$ cat src/rtl/mseq_pkg.sv
package mseq_pkg;

  typedef enum logic [3:0] {
    A_CONT     = 4'd0,
    A_START    = 4'd1,
    A_RESTART  = 4'd2,
    A_ADDR1    = 4'd3,
    A_ADDR2    = 4'd4,
    A_WRITE    = 4'd5,
    A_READ     = 4'd6,
    A_READ_END = 4'd7,
    A_STOP     = 4'd8
  } act_e;

  typedef enum logic [2:0] {
    S_IDLE, S_WSTART, S_WRESTART, S_WA1, S_WA2, S_WACK, S_WDATA
  } seq_st_e;

  localparam logic [7:0] SC_START     = 8'h08;
  localparam logic [7:0] SC_RESTART   = 8'h10;
  localparam logic [7:0] SC_WA_ACK    = 8'h18;
  localparam logic [7:0] SC_WA_NACK   = 8'h20;
  localparam logic [7:0] SC_WD_ACK    = 8'h28;
  localparam logic [7:0] SC_WD_NACK   = 8'h30;
  localparam logic [7:0] SC_RA_ACK    = 8'h40;
  localparam logic [7:0] SC_RA_NACK   = 8'h48;
  localparam logic [7:0] SC_RD_ACK    = 8'h50;
  localparam logic [7:0] SC_RD_NACK   = 8'h58;
  localparam logic [7:0] SC_WA2_ACK   = 8'hD0;
  localparam logic [7:0] SC_RA2_ACK   = 8'hE0;

  localparam logic [1:0] ERR_OK    = 2'd0;
  localparam logic [1:0] ERR_NODEV = 2'd1;
  localparam logic [1:0] ERR_IO    = 2'd2;
  localparam logic [1:0] ERR_TMO   = 2'd3;

  function automatic logic [7:0] addr_byte1(logic [9:0] a, logic ten, logic rd);
    if (ten) return {5'b11110, a[9:8], rd};
    return {a[6:0], rd};
  endfunction

  function automatic logic [7:0] addr_byte2(logic [9:0] a);
    return a[7:0];
  endfunction

  function automatic logic ends_msg(act_e a);
    return (a == A_STOP) || (a == A_RESTART) || (a == A_READ_END);
  endfunction

endpackage

$ cat src/rtl/mseq_addr.sv
module mseq_addr
  import mseq_pkg::*;
(
  input  logic [9:0] addr,
  input  logic       ten,
  input  logic       rd,
  output logic [7:0] b1,
  output logic [7:0] b2
);
  assign b1 = addr_byte1(addr, ten, rd);
  assign b2 = addr_byte2(addr);
endmodule

$ cat src/rtl/mseq_cnt.sv
module mseq_cnt #(
  parameter int LW = 8
) (
  input  logic          clk,
  input  logic          rst_n,
  input  logic          load,
  input  logic [LW-1:0] len,
  input  logic          step,
  output logic [LW-1:0] left,
  output logic [LW-1:0] pos
);
  logic [LW-1:0] len_q;

  always_ff @(posedge clk) begin
    if (!rst_n) begin
      left  <= '0;
      pos   <= '0;
      len_q <= '0;
    end else if (load) begin
      len_q <= len;
      left  <= step ? len - LW'(1) : len;
      pos   <= step ? LW'(1) : '0;
    end else if (step && left != '0) begin
      left <= left - LW'(1);
      pos  <= pos + LW'(1);
    end
  end

  AST_COUNT_SUM: assert property (@(posedge clk) disable iff (!rst_n)
    ({1'b0, left} + {1'b0, pos}) == {1'b0, len_q});
endmodule

$ cat src/rtl/mseq_ctl.sv
module mseq_ctl
  import mseq_pkg::*;
#(
  parameter int LW = 8
) (
  input  logic          clk,
  input  logic          rst_n,
  input  logic          go,
  input  logic          m_ten,
  input  logic          m_rd,
  input  logic          m_first,
  input  logic          m_last,
  input  logic          m_nos,
  input  logic [7:0]    b1_in,
  input  logic [7:0]    b2_in,
  input  logic [7:0]    tx_byte,
  input  logic          st_valid,
  input  logic [7:0]    st_code,
  input  logic [7:0]    rx_byte,
  input  logic          timeout,
  input  logic [LW-1:0] left,
  input  logic [LW-1:0] pos,
  output logic          load,
  output logic          step,
  output logic          busy,
  output logic          act_valid,
  output logic [3:0]    act_code,
  output logic [7:0]    act_byte,
  output logic          ack_en,
  output logic          int_en,
  output logic          rx_valid,
  output logic [7:0]    rx_data,
  output logic          eng_rst,
  output logic          done,
  output logic [1:0]    err
);
  seq_st_e    state, n_state;
  logic       abort_q, ten_q, last_q;
  logic [7:0] a1_q, a2_q;

  // named internal events
  logic       go_ok, tmo_soft, tmo_hard, wr_finish;
  logic       av, take, fin, erst, eset, aclr;
  act_e       ac;
  logic [7:0] ab;
  logic [1:0] eval;

  assign go_ok     = go && !busy;
  assign tmo_soft  = timeout && busy && !abort_q && !go;
  assign tmo_hard  = timeout && busy && abort_q && !go;
  assign wr_finish = (left == '0) || (abort_q && pos != '0);
  assign load      = go_ok;

  always_comb begin
    n_state = state; av = 1'b0; ac = A_CONT; ab = 8'h00; step = 1'b0;
    take = 1'b0; fin = 1'b0; erst = 1'b0; eset = 1'b0; eval = ERR_OK; aclr = 1'b0;
    if (go_ok) begin
      av = 1'b1;
      if (m_nos) begin
        if (m_rd) begin ac = A_CONT; n_state = S_WDATA; end
        else begin ac = A_WRITE; ab = tx_byte; step = 1'b1; n_state = S_WACK; end
      end else if (m_first) begin
        ac = A_START; n_state = S_WSTART;
      end else begin
        ac = A_ADDR1; ab = b1_in; n_state = S_WA1;
      end
    end else if (tmo_hard) begin
      n_state = S_IDLE; fin = 1'b1; erst = 1'b1;
    end else if (st_valid) begin
      av = 1'b1;
      if (state == S_IDLE) begin
        ac = A_STOP;
      end else begin
        case (st_code)
          SC_START, SC_RESTART: begin
            ac = A_ADDR1; ab = a1_q; n_state = S_WA1;
          end
          SC_WA_ACK, SC_WA2_ACK, SC_WD_ACK: begin
            if (st_code == SC_WA_ACK && ten_q) begin
              ac = A_ADDR2; ab = a2_q; n_state = S_WA2;
            end else if (wr_finish) begin
              ac = last_q ? A_STOP : A_RESTART;
              n_state = last_q ? S_IDLE : S_WRESTART;
              fin = busy;
            end else begin
              ac = A_WRITE; ab = tx_byte; step = 1'b1; n_state = S_WACK;
            end
          end
          SC_RA_ACK, SC_RA2_ACK: begin
            if (st_code == SC_RA_ACK && ten_q) begin
              ac = A_ADDR2; ab = a2_q; n_state = S_WA2;
            end else if (left == '0) begin
              ac = A_STOP; n_state = S_IDLE; fin = busy;
            end else begin
              ac = A_CONT; n_state = S_WDATA;
              aclr = (left == LW'(1)) || abort_q;
            end
          end
          SC_RD_ACK: begin
            ac = A_READ; take = 1'b1; step = 1'b1; n_state = S_WDATA;
            aclr = (left == LW'(2)) || abort_q;
          end
          SC_RD_NACK: begin
            ac = A_READ_END; take = 1'b1; step = 1'b1; n_state = S_IDLE; fin = busy;
          end
          SC_WA_NACK, SC_WD_NACK, SC_RA_NACK: begin
            ac = A_STOP; n_state = S_IDLE; fin = busy; eset = 1'b1; eval = ERR_NODEV;
          end
          default: begin
            ac = A_STOP; n_state = S_IDLE; fin = busy; erst = 1'b1;
            eset = 1'b1; eval = ERR_IO;
          end
        endcase
      end
    end
  end

  always_ff @(posedge clk) begin
    if (!rst_n) begin
      state <= S_IDLE; busy <= 1'b0; abort_q <= 1'b0; ten_q <= 1'b0; last_q <= 1'b0;
      a1_q <= '0; a2_q <= '0; ack_en <= 1'b0; int_en <= 1'b0; err <= ERR_OK;
      act_valid <= 1'b0; act_code <= 4'd0; act_byte <= '0;
      rx_valid <= 1'b0; rx_data <= '0; eng_rst <= 1'b0; done <= 1'b0;
    end else begin
      state     <= n_state;
      act_valid <= av;
      act_code  <= ac;
      act_byte  <= ab;
      rx_valid  <= take;
      if (take) rx_data <= rx_byte;
      eng_rst   <= erst;
      done      <= fin;
      if (go_ok) begin
        busy <= 1'b1; abort_q <= 1'b0; err <= ERR_OK; ack_en <= 1'b1; int_en <= 1'b1;
        ten_q <= m_ten; last_q <= m_last; a1_q <= b1_in; a2_q <= b2_in;
      end else begin
        if (tmo_soft) begin abort_q <= 1'b1; err <= ERR_TMO; end
        if (eset) err <= eval;
        if (aclr) ack_en <= 1'b0;
        if (fin) busy <= 1'b0;
        if ((av && ends_msg(ac)) || tmo_hard) int_en <= 1'b0;
      end
    end
  end

  AST_DONE_QUIET: assert property (@(posedge clk) disable iff (!rst_n)
    done |-> (!int_en && !busy));
  AST_RX_WITH_READ: assert property (@(posedge clk) disable iff (!rst_n)
    rx_valid |-> (act_valid && (act_code == A_READ || act_code == A_READ_END)));
  AST_NODEV_STOP: assert property (@(posedge clk) disable iff (!rst_n)
    (done && err == ERR_NODEV) |-> (act_valid && act_code == A_STOP));
  AST_IO_RESET: assert property (@(posedge clk) disable iff (!rst_n)
    (eng_rst && act_valid) |-> (act_code == A_STOP && err == ERR_IO));
  AST_FORCED_IDLE: assert property (@(posedge clk) disable iff (!rst_n)
    (eng_rst && !act_valid) |-> (done && err == ERR_TMO));
  AST_ABORT_SILENT: assert property (@(posedge clk) disable iff (!rst_n)
    (tmo_soft && !st_valid) |=> !act_valid);
endmodule

$ cat src/rtl/i2c_msg_seq.sv
module i2c_msg_seq
  import mseq_pkg::*;
#(
  parameter int LEN_W = 8
) (
  input  logic             clk,
  input  logic             rst_n,
  input  logic             msg_go,
  input  logic [9:0]       msg_addr,
  input  logic             msg_ten,
  input  logic             msg_rd,
  input  logic [LEN_W-1:0] msg_len,
  input  logic             msg_first,
  input  logic             msg_last,
  input  logic             msg_nostart,
  input  logic [7:0]       tx_byte,
  input  logic             st_valid,
  input  logic [7:0]       st_code,
  input  logic [7:0]       rx_byte,
  input  logic             timeout,
  output logic [LEN_W-1:0] tx_idx,
  output logic             busy,
  output logic             act_valid,
  output logic [3:0]       act_code,
  output logic [7:0]       act_byte,
  output logic             ack_en,
  output logic             int_en,
  output logic             rx_valid,
  output logic [7:0]       rx_data,
  output logic             eng_rst,
  output logic             done,
  output logic [1:0]       err
);
  logic [7:0]       b1, b2;
  logic [LEN_W-1:0] left, pos;
  logic             load, step;

  // a newly accepted message writes from index 0
  assign tx_idx = load ? '0 : pos;

  mseq_addr u_addr (
    .addr(msg_addr), .ten(msg_ten), .rd(msg_rd), .b1(b1), .b2(b2)
  );

  mseq_cnt #(.LW(LEN_W)) u_cnt (
    .clk(clk), .rst_n(rst_n), .load(load), .len(msg_len), .step(step),
    .left(left), .pos(pos)
  );

  mseq_ctl #(.LW(LEN_W)) u_ctl (
    .clk(clk), .rst_n(rst_n), .go(msg_go), .m_ten(msg_ten), .m_rd(msg_rd),
    .m_first(msg_first), .m_last(msg_last), .m_nos(msg_nostart),
    .b1_in(b1), .b2_in(b2), .tx_byte(tx_byte), .st_valid(st_valid),
    .st_code(st_code), .rx_byte(rx_byte), .timeout(timeout),
    .left(left), .pos(pos), .load(load), .step(step), .busy(busy),
    .act_valid(act_valid), .act_code(act_code), .act_byte(act_byte),
    .ack_en(ack_en), .int_en(int_en), .rx_valid(rx_valid), .rx_data(rx_data),
    .eng_rst(eng_rst), .done(done), .err(err)
  );
endmodule

$ cat config.mk
export PLATFORM = sky130hd
export DESIGN_NAME = i2c_msg_seq
export DESIGN_NICKNAME = d
export VERILOG_FILES = /design/src/rtl/mseq_pkg.sv /design/src/rtl/mseq_addr.sv /design/src/rtl/mseq_cnt.sv /design/src/rtl/mseq_ctl.sv /design/src/rtl/i2c_msg_seq.sv
export SDC_FILE = /design/constraint.sdc
export NUM_CORES = 1
export LEC_CHECK = 0
export ABC_AREA = 1
export BUFFER_PORTS_ARGS = -buffer_cell sky130_fd_sc_hd__clkbuf_2
export CORE_MARGIN = 3
export CORE_UTILIZATION = 54
export DETAILED_ROUTE_END_ITERATION = 8
export GPL_TIMING_DRIVEN = 0
export PLACE_DENSITY = 0.8
export RECOVER_POWER = 100
export SETUP_SLACK_MARGIN = 0.4
export SYNTH_ARGS = -nofsm -noshare
export SYNTH_HDL_FRONTEND = slang
export SYNTH_SLANG_ARGS = --single-unit
export TNS_END_PERCENT = 20
$ cat constraint.sdc
create_clock -name clk -period 2.2 [get_ports clk]
set_clock_uncertainty 0.15 [all_clocks]
set_input_delay 0.33 -clock clk [delete_from_list [all_inputs] [get_ports clk]]
set_output_delay 0.33 -clock clk [all_outputs]
set_load 0.01 [all_outputs]
==> results of run 1 <==
[per-layer routing]
metal	track usage, %	wire length (um)	vias to the layer above
met3	4.76	676	27
met4	11.0	278	0
li1	-	-	2147
met5	0	0	-
met1	36.2	5000	2014
met2	48.2	5740	173
[kinds of logic (layout without fill, tap and decap cells)]
logic type | Yosys count | after routing | share of synthesized area (%)
AOI/OAI and AO/OA | 116 | 116 | 16.2
buffers and inverters | 96 | 229 | 9.92
DFF | 67 | 67 | 35.4
and+or+nand+nor | 289 | 289 | 33.5
xor gates and xnor gates | 11 | 11 | 2.55
adders and majority gates | 7 | 7 | 2.31
[synth_stat cells, types with 2 or more instances]
cell	count	area, um2
a31oi_1	8	50.1
o22ai_1	4	25.0
nand3_1	32	160
nand2_4	3	33.8
clkinv_1	3	11.3
inv_2	10	37.5
a21oi_1	33	165
nor3_1	4	20.0
nor2_2	4	25.0
clkbuf_1	12	45.0
nor2_1	94	353
nor2_4	5	56.3
inv_1	67	251
xnor2_1	3	26.3
o21ai_1	14	70.1
nand2_1	129	484
ha_1	7	87.6
nand2_2	2	12.5
dfxtp_1	67	1340
xor2_1	8	70.1
nand4_1	10	62.6
o21ai_0	51	255
nand3_2	3	30.0
[state kept, by name, summed over array words and instances, names as in the netlist, 2 cells and up]
name / cells
u_cnt.pos: 8
u_ctl.rx_data: 8
u_ctl.a1_q: 8
u_ctl.err: 2
u_ctl.act_code: 4
u_cnt.left: 8
u_ctl.state: 3
u_ctl.a2_q: 8
u_ctl.act_byte: 8
[worst reg2reg max path, cell delays in order, from the launching register on]
cell	delay, ns
dfxtp_4	0.38
nor2_4	0.13
clkbuf_1	0.30
clkbuf_1	0.20
clkbuf_1	0.48
nand2_1	0.18
a21oi_1	0.18
[per-stage QoR]
stage,util [%],total power (uW),cell area (um2)
after floorplan,-,1800,3830
after CTS,74.9,3260,4920
final,75.5,3310,4960
after detailed placement,66.7,2000,4380
after global placement,66.7,1980,4380
after global routing,75.5,3460,4960
[final cells by class]
cell class                      count  area [um2]  share of cell area [%]
Inverter                           81         314                    6.33
Buffer                             15        90.1                    1.82
Tap cell                           93         116                    2.35
Sequential cell                    67        1360                    27.3
Timing Repair Buffer              117         616                    12.4
Clock inverter                      7        98.8                    1.99
Clock buffer                        9         124                    2.50
Multi-Input combinational cell    423        2240                    45.3
[power breakdown]
group | leakage, uW | internal [uW] | switching [uW]
Clock | 0.000110 | 646 | 539
Sequential | 0.000552 | 1290 | 52.5
Combinational | 0.00161 | 305 | 470
[cell usage in the layout, fill, tap and decap left out, types with 9 or more instances in the layout]
master / Yosys / routed
a21oi_1: 33 / 31
buf_4: 1 / 27
clkbuf_1: 12 / 49
clkbuf_2: 0 / 51
clkbuf_8: 0 / 9
dfxtp_1: 67 / 59
inv_1: 67 / 64
inv_2: 10 / 11
nand2_1: 129 / 123
nand3_1: 32 / 32
nand4_1: 10 / 10
nor2_1: 94 / 87
nor2_4: 5 / 10
o21ai_0: 51 / 50
o21ai_1: 14 / 11
[what timing repair did]
item | in CTS | in global routing
setup endpoints to repair | 56 | 61
cloned | 1 | 0
hold endpoints to repair | 0 | 0
resized for setup | 36 | 21
pin swaps | 16 | 11
setup buffers | 23 | 6
[how the worst min path moves through the flow]
stage                              endpoint  cells after the start
final                     u_ctl.act_byte[1]                      3
after floorplan               u_ctl.a1_q[0]                      2
after detailed placement      u_ctl.a1_q[1]                      2
after CTS                 u_ctl.act_byte[1]                      3
after global routing       u_ctl.rx_data[5]                      3
after global placement        u_ctl.a1_q[5]                      2
==> out/qor.csv, run 1 <==
stage,metric,value,unit
global_route,largest net degree at the start of global routing,14,
flow_run,Max Cap Viol,0,
synthesis,Post-synth EDFFs,0,
synthesis,Most used DFF post-synth,dfxtp_1,
setup_path,launch point of the worst reg-to-reg path,u_ctl.busy,
route,WL final,11700,um
synthesis,Post-synth ARST share,0,%
worst_hold_path,hold path startpoint,tx_byte[1],
route,Via Count,4361,
sta,setup ws final,0.138,ns
route,DRT iter0 DRCs,483,
sta,Worst slew margin,54.8,%
setup_path,CP max stage cell,clkbuf_1,
placement,I/O Buffers,87,
cells_and_area,fill count,535,
setup_path,CP Class,reg -> reg,
sta,Setup TNS Final,0,ns
setup_path,cells along the critical path,nor2_4 -> clkbuf_1 -> clkbuf_1 -> clkbuf_1 -> nand2_1 -> a21oi_1,
setup_path,Critical Path Fanout Max,10,
cells_and_area,share of cells above drive strength 1,22.9,%
global_route,GRT Residual Overflow,0,
pwr,cell area power density,666,mW/mm2
cells_and_area,# diodes,0,
setup_path,Worst path depth,6,
sta,Slew Limit Fails,0,
placement,placed insts,766,
die,Core ar.,0.00657,mm2
synthesis,number of distinct library cells after synthesis,36,
setup_path,critical path's top delay family,buffers and inverters,
setup_path,critical path launch point type,flip-flop,
clock_network,"CTS clk-pin slew, worst paths",0.09,ns
die,Die H,89.7,um
synthesis,"Cell Area, Synth",0.00378,mm2
cells_and_area,Area Overhead vs Synth,31.1,%
setup_path,FF-to-FF path depth,6,
synthesis,mean post-synth cell area,6.46,um2
placement,"worst slack, placed",-0.176,ns
clock_network,Max clock buf depth,2,
synthesis,Syn Inst Count,586,
clock_network,H-tree levels,3,
cells_and_area,fin cells,812,
setup_path,crit path to,u_cnt.left[2],
route,Post-DRT Antenna Nets,0,
synthesis,"Net Count, Synth",645,
sta,Final Setup Violations,0,
sta,RSZ-0062 raised after global routing,yes,
synthesis,"Seq/Total Area, Yosys",35.4,%
pwr,Pleak,0.00228,uW
clock_network,clk_lat worst skew,0.35,ns
setup_path,Critical path origin,u_ctl.busy,
clock_network,Hold Buf Count CTS,0,
die,die area,0.00805,mm2
synthesis,#FFs+latches synth,67,
sta,final hold slack,0.0428,ns
clock_network,Num CTS Buffers,9,
sta,Tmin final,2.06,ns
clock_network,TritonCTS clock tree,done,
setup_path,Worst setup EP type,flip-flop,
sta,final hold vios,0,
setup_path,CP bufs+invs,3,
route,WL/cell,14.4,um
setup_path,"reg-to-reg slack, setup",0.14,ns
pwr,VDD IR max,482,uV
route,DRC,0,
die,Starting Density,57.6,%
clock_network,# clock sinks,67,
placement,routability cong.,0.928,
worst_hold_path,worst hold path class,in -> reg,
cells_and_area,Nets,773,
run_status,status,"finished, final reports clean",
global_route,Tot GR Track Use,28.4,%
route,DR pass1 iterations,5,
die,FP Rows,29,
placement,DP Wirelength,8000,um
die,chip width,89.7,um
setup_path,"most used cell, CP",clkbuf_1,
route,Vias/cell,5.37,
sta,Fmax,485,MHz
synthesis,Synthesis Warnings,0,
clock_network,root buffer cell,clkbuf_8,
setup_path,RR Endpoint,u_cnt.left[2],
global_route,vias in the first global route,4016,
sta,worst-margin pin slew,0.677,ns
setup_path,Arrival @ worst endpoint,2.20,ns
sta,crit share post-route,93.7,%
global_route,initial antenna violation count,0,
setup_path,Worst EP required,2.33,ns
setup_path,"slowest stage delay, CP",0.48,ns
global_route,first-pass GRT wire length,19100,um
die,I/O pins,89,
Note: power is estimated with default switching activity, not from simulation.
==> inputs of run 2 (changes only) <==
RECOVER_POWER = not set   (was 100)
==> run 2 against run 1 <==
  * Clock power barely moved
  * First-iteration DRC count rose by 1.0%
  * Register-to-register slack improved by 0.08 ns
  * Critical path type unchanged
  * Critical endpoint is now u_cnt.pos[6]
  * Highest routed layer unchanged
==> out/qor.csv, run 2 (synthesized netlist as in run 1, its figures left out) <==
stage,metric,value,unit,change
setup_path,Worst EP required,2.34,ns,about the same
pwr,net switching power,1070,uW,+0.79%
pwr,Pleak,0.00241,uW,+5.9%
die,chip width,89.7,um,unchanged
route,Via Count,4370,,+0.21%
sta,final hold vios,0,,unchanged
sta,worst-margin pin slew,0.688,ns,+0.0105 ns
setup_path,Critical Path Fanout Max,6,,-4
sta,setup ws final,0.220,ns,+0.0818 ns
cells_and_area,# diodes,0,,unchanged
cells_and_area,"most common cell after layout, fill and taps aside",nand2_1,,
global_route,initial antenna violation count,0,,unchanged
clock_network,"CTS clk-pin slew, worst paths",0.09,ns,about the same
setup_path,CP Class,reg -> reg,,
sta,Worst slew margin,54.1,%,-0.70 points
die,Core ar.,0.00657,mm2,unchanged
setup_path,Worst setup EP type,flip-flop,,
placement,routability cong.,0.928,,unchanged
die,die area,0.00805,mm2,unchanged
sta,final hold slack,0.0393,ns,-0.00355 ns
sta,crit share post-route,90.0,%,-3.7 points
flow_run,Max Cap Viol,0,,unchanged
die,Starting Density,57.6,%,unchanged
placement,"worst slack, placed",-0.176,ns,unchanged
setup_path,Arrival @ worst endpoint,2.12,ns,-0.08 ns
pwr,Int Pwr,2260,uW,+0.57%
sta,RSZ-0062 raised after global routing,yes,,
pwr,clock share of power,35.8,%,about the same
global_route,GRT Residual Overflow,0,,unchanged
placement,DP Wirelength,8000,um,unchanged
clock_network,Max clock buf depth,2,,unchanged
pwr,VDD IR max,483,uV,+0.16%
setup_path,"slowest stage delay, CP",0.34,ns,-0.14 ns
setup_path,cells along the critical path,inv_2 -> ha_4 -> nand2_4 -> o21ai_4 -> nand2_4 -> nor2_4 -> nand3_4 -> nand2_8 -> nand2_8 -> nand2_4 -> buf_6 -> nand3_1 -> a21oi_2,,
sta,Setup TNS Final,0,ns,unchanged
pwr,Reg power frac,40.4,%,-0.3 points
route,DRC,0,,unchanged
worst_hold_path,worst hold path class,in -> reg,,
route,Post-DRT Antenna Nets,0,,unchanged
die,FP Rows,29,,unchanged
route,DRT iter0 DRCs,488,,+1.0%
route,WL/cell,14.4,um,+0.13%
setup_path,CP max stage cell,dfxtp_2,,
placement,I/O Buffers,87,,unchanged
setup_path,critical path's top delay family,simple AND/OR/NAND/NOR gates,,
clock_network,TritonCTS clock tree,done,,
pwr,cell area power density,660,mW/mm2,-0.91%
sta,Final Setup Violations,0,,unchanged
cells_and_area,post-route cell area,0.00504,mm2,+1.6%
pwr,net switching share of the total power,32.2,%,+0.050 points
setup_path,critical path launch point type,flip-flop,,
cells_and_area,Nets,773,,unchanged
cells_and_area,fill count,505,,-5.6%
sta,Fmax,505,MHz,+4.1%
placement,"Cell Area, Placed",0.00438,mm2,unchanged
clock_network,Num CTS Buffers,9,,unchanged
clock_network,H-tree levels,3,,unchanged
cells_and_area,most frequent cells in the layout,"nand2_1, clkbuf_2, nor2_1",,
clock_network,clk_lat worst skew,0.35,ns,about the same
die,I/O pins,89,,unchanged
die,Die H,89.7,um,unchanged
sta,Tmin final,1.98,ns,-0.0818 ns
cells_and_area,share of cells above drive strength 1,28.8,%,+5.8 points
global_route,first-pass GRT wire length,19100,um,unchanged
global_route,Tot GR Track Use,28.4,%,unchanged
route,WL final,11700,um,+0.13%
setup_path,"most used cell, CP",nand2_4,,
global_route,vias in the first global route,4016,,unchanged
route,Vias/cell,5.38,,+0.21%
clock_network,# clock sinks,67,,unchanged
clock_network,root buffer cell,clkbuf_8,,
pwr,Logic pwr share,23.7,%,+0.2 points
route,DR pass1 iterations,5,,unchanged
global_route,largest net degree at the start of global routing,14,,unchanged
cells_and_area,Area Overhead vs Synth,33.1,%,
run_status,status,"finished, final reports clean",,
setup_path,CP bufs+invs,2,,-1
sta,Slew Limit Fails,0,,unchanged
-- run 2: worst paths after layout --
check | start | end | slack, ns | cells after the start
min | tx_byte[1] | u_ctl.act_byte[1] | 0.04 | 3
max | u_cnt.pos[0] | u_cnt.pos[6] | 0.22 | 13
max reg2reg | u_cnt.pos[0] | u_cnt.pos[6] | 0.22 | 13
min reg2reg | u_ctl.a1_q[1] | u_ctl.a1_q[1] | 0.32 | 2
-- run 2: power by group through the flow --
| stage | Clock (uW) | Sequential (uW) | Combinational [uW] |
|---|---|---|---|
| final | 1190 | 1340 | 790 |
| after global routing | 1250 | 1350 | 867 |
| after CTS | 1180 | 1340 | 744 |
| after detailed placement | 0 | 1370 | 630 |
| after global placement | 0 | 1370 | 613 |
| after floorplan | 0 | 1370 | 428 |
-- run 2: area by class of cell --
cell class | count | area, um2 | share of cell area [%]
plain buffers | 15 | 100 | 1.99
clock buffers | 9 | 124 | 2.46
clock inverters | 7 | 98.8 | 1.96
inverters | 81 | 314 | 6.23
multi-input cells | 423 | 2260 | 44.9
flip-flops and latches | 67 | 1360 | 26.9
well taps | 93 | 116 | 2.31
repair buffers | 117 | 668 | 13.3
-- run 2: per-layer routing --
layer / up-vias / wire length [um] / track usage, %
met5: - / 0 / 0
met4: 0 / 297 / 11.0
met3: 29 / 757 / 4.76
met2: 189 / 5730 / 48.2
met1: 2004 / 4930 / 36.2
li1: 2148 / - / -
-- run 2: tightest hold or removal path, stage by stage --
cell and delay [ns]:
clkbuf_2 0.07, a21oi_1 0.05, nor2_1 0.07
-- run 2: stage by stage --
step           total power [uW]  std cells  utilization (%)
2_1_floorplan              1800        586                -
3_3_place_gp               1980        766             66.7
3_5_place_dp               2000        766             66.7
4_1_cts                    3260        806             74.9
5_1_grt                    3470        812             76.7
6_report                   3330        812             76.7
-- run 2: what timing repair did --
action | in CTS | in global routing
pin swaps | 16 | 11
buffers inserted | 23 | 6
setup endpoints to repair | 56 | 61
endpoints found under the hold margin | 0 | 0
hold buffers | 0 | 0
resized for setup | 36 | 21
gates cloned | 1 | 0
